--- src/rtl/segdec_pkg.sv ---
package segdec_pkg;
  parameter int DIGIT_W = 4;
  parameter int SEG_N   = 7;
  localparam int MAX_LEGAL = 9;

  typedef struct packed {
    logic clearStore;
    logic loadStore;
    logic forceOff;
    logic invert;
  } segStrobes_t;
endpackage

--- src/rtl/segdec_ctrl.sv ---
module segdec_ctrl
  import segdec_pkg::*;
(
  input  logic        rst,
  input  logic        latchEn,
  input  logic        blankIn,
  input  logic        phaseIn,
  output segStrobes_t strobes
);
  always_comb begin
    strobes.clearStore = rst;
    strobes.loadStore  = latchEn & ~rst;
    strobes.forceOff   = blankIn;
    strobes.invert     = phaseIn;
  end
endmodule

--- src/rtl/segdec_datapath.sv ---
module segdec_datapath
  import segdec_pkg::*;
#(
  parameter int DW = DIGIT_W,
  parameter int SN = SEG_N,
  parameter logic [DW-1:0] RESET_CODE = '1
) (
  input  logic          clk,
  input  segStrobes_t   strobes,
  input  logic [DW-1:0] digitIn,
  output logic [SN-1:0] segOut
);
  logic [DW-1:0] storedDigit;
  logic [SN-1:0] rawPattern;
  logic [SN-1:0] gatedPattern;

  always_ff @(posedge clk) begin
    if (strobes.clearStore)
      storedDigit <= RESET_CODE;
    else if (strobes.loadStore)
      storedDigit <= digitIn;
  end

  // bit SN-1 is segment a, bit 0 is segment g
  always_comb begin
    rawPattern = '0;
    if (storedDigit <= DW'(MAX_LEGAL)) begin
      case (storedDigit[3:0])
        4'd0: rawPattern = SN'(7'b1111110);
        4'd1: rawPattern = SN'(7'b0110000);
        4'd2: rawPattern = SN'(7'b1101101);
        4'd3: rawPattern = SN'(7'b1111001);
        4'd4: rawPattern = SN'(7'b0110011);
        4'd5: rawPattern = SN'(7'b1011011);
        4'd6: rawPattern = SN'(7'b1011111);
        4'd7: rawPattern = SN'(7'b1110000);
        4'd8: rawPattern = SN'(7'b1111111);
        4'd9: rawPattern = SN'(7'b1111011);
        default: rawPattern = '0;
      endcase
    end
  end

  assign gatedPattern = strobes.forceOff ? '0 : rawPattern;

  for (genvar s = 0; s < SN; s++) begin : g_phase
    assign segOut[s] = gatedPattern[s] ^ strobes.invert;
  end
endmodule

--- src/rtl/bcd_seg_latch_driver.sv ---
module bcd_seg_latch_driver
  import segdec_pkg::*;
#(
  parameter int DW = DIGIT_W,
  parameter int SN = SEG_N
) (
  input  logic          clk,
  input  logic          rst,
  input  logic [DW-1:0] digitIn,
  input  logic          latchEn,
  input  logic          blankIn,
  input  logic          phaseIn,
  output logic [SN-1:0] segOut,
  output logic          backplane
);
  segStrobes_t strobes;

  segdec_ctrl u_ctrl (
    .rst     (rst),
    .latchEn (latchEn),
    .blankIn (blankIn),
    .phaseIn (phaseIn),
    .strobes (strobes)
  );

  segdec_datapath #(.DW(DW), .SN(SN)) u_dp (
    .clk     (clk),
    .strobes (strobes),
    .digitIn (digitIn),
    .segOut  (segOut)
  );

  assign backplane = phaseIn;
endmodule

--- config.mk ---
export PLATFORM = sky130hd
export DESIGN_NAME = bcd_seg_latch_driver
export DESIGN_NICKNAME = d
export VERILOG_FILES = /design/src/rtl/segdec_pkg.sv /design/src/rtl/segdec_ctrl.sv /design/src/rtl/segdec_datapath.sv /design/src/rtl/bcd_seg_latch_driver.sv
export SDC_FILE = /design/constraint.sdc
export NUM_CORES = 1
export LEC_CHECK = 0
export BUFFER_PORTS_ARGS = -buffer_cell sky130_fd_sc_hd__buf_2
export CAP_MARGIN = 30
export CORE_MARGIN = 5
export CORE_UTILIZATION = 45
export DETAILED_ROUTE_END_ITERATION = 16
export HOLD_SLACK_MARGIN = 0.12
export PLACE_DENSITY = 0.72
export SETUP_SLACK_MARGIN = 0.2
export SLEW_MARGIN = 10
export SYNTH_ARGS = -nofsm -noshare
export SYNTH_HDL_FRONTEND = slang
export SYNTH_SLANG_ARGS = --single-unit
--- constraint.sdc ---
create_clock -name clk -period 1.5 [get_ports clk]
set_input_delay 0.075 -clock clk [delete_from_list [all_inputs] [get_ports clk]]
set_output_delay 0.075 -clock clk [all_outputs]
set_load 0.02 [all_outputs]
# --- After elaboration in Yosys (flattened, before gate mapping) ---
# Memory sizes are Yosys's and may differ from the RTL's. A register that Yosys moved wholly into a read port is not among the register bits.
# Index checks and enable logic that the tools add are counted.
totals:
  regBits: 4
  mem_bits_ro: 112
  in_bits: 9
  output_inout_bits: 8
  wordCells: 16
  memories: 1
op_classes:
  magnitude_cmp: 1
  mux: 4
  bitwise: 9
memory_table:
  columns: ["name", "depth", "word_bits", "read_ports", "rd_ports_with_merged_regs", "write_ports", "line_no", "source"]
  rows:
  - ["(name not given)", 16, 7, 1, 1, 0, "segdec_datapath.sv:28", "case (storedDigit[3:0])"]
ops:
  columns: ["cell", "count"]
  rows:
  - ["7-bit two-way mux", 2]
  - ["4-bit two-way mux", 2]
  - ["1-bit bitwise XOR", 7]
  - ["4-bit <= comparator, second input constant", 1]
  - ["1-bit bitwise AND", 1]
  - ["1-bit inverter", 1]

# --- Longest topological paths before layout ---
depth:
  ltp_word: 4
  mapped_depth: 8
  mapped_depth_nobuf: 7

# --- By module ---
# From an unflattened synthesis, not the netlist that was laid out.
hier_totals:
  hier_cells: 81
  area_unflattened_um2: 777.0
by_module_without_submodules:
  columns: ["module", "n_inst", "cells_per_inst", "area_each_um2", "seq_area_each_um2"]
  rows:
  - ["segdec_datapath", 1, 76, 733.2, 220.2]
  - ["segdec_ctrl", 1, 4, 36.3, 0.0]
  - ["bcd_seg_latch_driver", 1, 1, 7.5, 0.0]

# --- Worst setup path after synthesis ---
# OpenSTA, ideal clock, no wires.
synth_path:
  path_type: "flip-flop to flip-flop"
  startpoint: "register u_dp.storedDigit[1]"
  endpoint: "register (tool-made name)"
  setup_time_ns: 0.079
  arrival_time_ns: 1.440
  required_time_ns: 1.421
  setup_slack_ns: -0.019
  stages_incl_launch_ff: 6
  n_path_buf: 0
  synth_period_minus_slack_ns: 1.519
  path_cell_list: "dfxtp_1 mux2i_2 or2b_1 ha_1 mux2_4 a211oi_2"
synth_lines:
  columns: ["element", "line_no", "source"]
  rows:
  - ["from (decl)", "segdec_datapath.sv:13", "logic [DW-1:0] storedDigit;"]
  - ["from (signal assigned)", "segdec_datapath.sv:21", "storedDigit <= digitIn;"]

==> run metrics <==
status=finished, violations left; violated checks=negative setup slack; die width=about 48 µm; average size of a mapped cell=9.86 µm²; internal power=0.000526 W; Net Sw Power=0.000230 W; Post-Synth Adder-Cell Area=0.0379; EDFF count, synth=0; FF/Latch Area=between 200 and 250 µm²; First-pass DRT Iterations=4; grt met1 use=0.194; Worst Path Buf+Inv=0; Final ANT Viol Nets=0; pre-CTS WS=0.0492 ns; CP endpoint kind=register; part of the Yosys area used for sequential elements=0.333; LEAKAGE=0.362 nW; area of the multi-input gates=around 440 µm²; Max H-tree Level=1; Post-Synth XOR/XNOR Area=0.0928; Final Hold Violating Endpoints=0; die height=48.3 µm; MaxCap Viol Count=0; Worst Clk Skew=0.00791 ns; Seq pwr share=0.425; reg2reg start=u_dp.storedDigit[1]$_SDFFE_PP1N_; max-slew violations=0; pin count of the biggest net entering global routing=10; Critical Path Fanout Max=3; commonest cells after routing, fill and taps aside=buf_4 (15), buf_2 (10), dfxtp_1 (9); CP arrival=about 1.7 ns; n_diodes=0; fin crit share=1.00; post-synthesis cell type count=25; Synth Warn #=0; initial antenna violation count=0; clock tree sinks=11; peak per-stage delay on the critical path=0.36 ns; share of power burned in combinational logic=0.298; HP Class=in -> reg; row count=13; flop-to-flop setup slack=-0.006 ns; CTS buffer count=3; hold path startpoint=digitIn[3]; CTS tree=done; routing usage on met3=0.0306; Compound-Gate Fraction of Synth Area=0.104; fin worst setup slack=-0.00602 ns; Vias/cell=around 5.5; Bufs on Longest Clock Path=2; setup TNS=-0.00602 ns; area grow syn2layout=38.1%; setup violators final=1; NumNets Final=107; R2R cell count=5; total gr overflow=0; core area=1350 µm²; syn nets=78; FFs w/ async S/R, synth=0; fin crit period=1.51 ns; RSZ-0062 raised after global routing=yes; drt total wl=1790 µm; critical path type=reg -> reg; DR iter-0 viols=31; Post-synth top flop=dfxtp_1; Total GRT Usage=0.144; Req. time, crit path=1.69 ns; initial core utilization=0.489; cells along the critical path=mux2i_4 -> or2b_4 -> ha_4 -> mux2_4 -> a211oi_2; Root Driver=clkbuf_4; switching share of power=0.304; worst skew pair latency=~0.27 ns; post-synthesis mux area share=0.182; largest family of logic cells by synthesized area=simple AND/OR/NAND/NOR gates; Detail Placement HPWL=1070 µm; Synth Cell Area=~660 µm²; fill count=115; gpl congestion=~0.77; CP startpoint kind=register; IO buf count=16; Global Route met2 Usage=0.215; FF+latch count, synth=11; DRC viols=0; Worst-Margin Slew=0.332 ns; synthesized instance count=67; total number of vias=607; Top Family by Delay on Critical Path=multiplexers; I/O Pins=17; clock power share=0.278; GR peak layer=met2; most common cell after layout, fill and taps aside=buf_4; routed len/inst=16.3 µm; f_max=approximately 660 MHz; share of layout cells above drive strength 1=0.474; Synth Area in Simple Gates=0.199; post-route core utilization=0.676; worst-path cell with the longest stage delay=dfxtp_4; first-pass GRT wire length=between 2000 and 3000 µm; maximum vdd drop=approximately 610 µV; clock-pin slew of the registers on the worst-case setup and hold paths=0.08 ns; die area=2330 µm²; Max transition margin=0.774; Hold Crit Depth=4; pwr dens=830 nW/µm²; vias in the first global route=586
## kinds of logic (layout without fill, tap and decap cells)
| family | count (synthesis) | in the layout |
|---|---|---|
| simple gates | 21 | 21 |
| compound gates | 11 | 11 |
| flops | 11 | 11 |
| mux | 9 | 9 |
| xor+xnor | 7 | 7 |
| buf+inv | 6 | 34 |
| fa+ha+maj | 2 | 2 |
## metal layers
metal  part of all wire  up-vias
met1               0.43      279
met2               0.47       30
met3              0.071        6
met5                  0        -
li1                   -      292
met4              0.026        0
## worst max path at each step
stage,from,end,cells after the start
finish,u_dp.storedDigit[1]$_SDFFE_PP1N_,register,5
global route,u_dp.storedDigit[1]$_SDFFE_PP1N_,register,5
CTS,u_dp.storedDigit[1]$_SDFFE_PP1N_,register,5
detailed placement,latchEn,register,6
global placement,latchEn,register,6
floorplan,u_dp.storedDigit[1]$_SDFFE_PP1N_,register,5
## Yosys cell counts (all sizes together), types with 2 or more instances
| cell | number | area share |
|---|---|---|
| dfxtp | 11 | 0.33 |
| mux2i | 4 | 0.091 |
| clkbuf | 2 | 0.011 |
| buf | 2 | 0.028 |
| nor3 | 2 | 0.015 |
| a21oi | 5 | 0.038 |
| ha | 2 | 0.038 |
| nand3b | 7 | 0.080 |
| or2b | 3 | 0.034 |
| nand2b | 3 | 0.028 |
| inv | 2 | 0.011 |
| nand2 | 4 | 0.023 |
| o21ai | 3 | 0.023 |
| xnor2 | 7 | 0.093 |
| mux2 | 5 | 0.091 |
## final cells by class
| class | count | area share |
|---|---|---|
| multi-input cells | 50 | 0.484 |
| clock buffers | 4 | 0.0288 |
| flip-flops and latches | 11 | 0.247 |
| inverters | 2 | 0.00823 |
| repair buffers | 28 | 0.211 |
| well taps | 15 | 0.0206 |
## metrics by stage
step | power, W | area (µm²) | hold WS [ns] | cells
after floorplan | 0.000454 | 673 | 0.229 | 67
after global placement | 0.000509 | 791 | 0.385 | 100
after detailed placement | 0.000514 | 791 | 0.400 | 100
after CTS | 0.000737 | 883 | 0.202 | 109
after global routing | 0.000790 | 912 | 0.229 | 110
final | 0.000757 | 912 | 0.202 | 110
## worst register-to-register path: cells and delay by family, from the launching register on
family | cells | cell delay (ns)
simple gates | 1 | 0.31
compound gates | 1 | 0.18
mux | 2 | 0.42
flops | 1 | 0.36
fa+ha+maj | 1 | 0.16
## power groups by stage
stage	clock (W)	combinational, W	sequential, W
5_1_grt	0.000225	0.000242	0.000323
3_3_place_gp	0	0.000181	0.000329
6_report	0.000210	0.000225	0.000321
4_1_cts	0.000210	0.000207	0.000321
3_5_place_dp	0	0.000185	0.000329
2_1_floorplan	0	0.000128	0.000326
## timing repair
action | CTS | global route
gates resized for setup | 8 | 6
endpoints found under the setup margin | 12 | 12
hold buffers | 3 | 0
endpoints found under the hold margin | 3 | 0
buffers inserted | 2 | 1
pin swaps | 4 | 4
No activity file was read; power rests on OpenSTA's default activity.
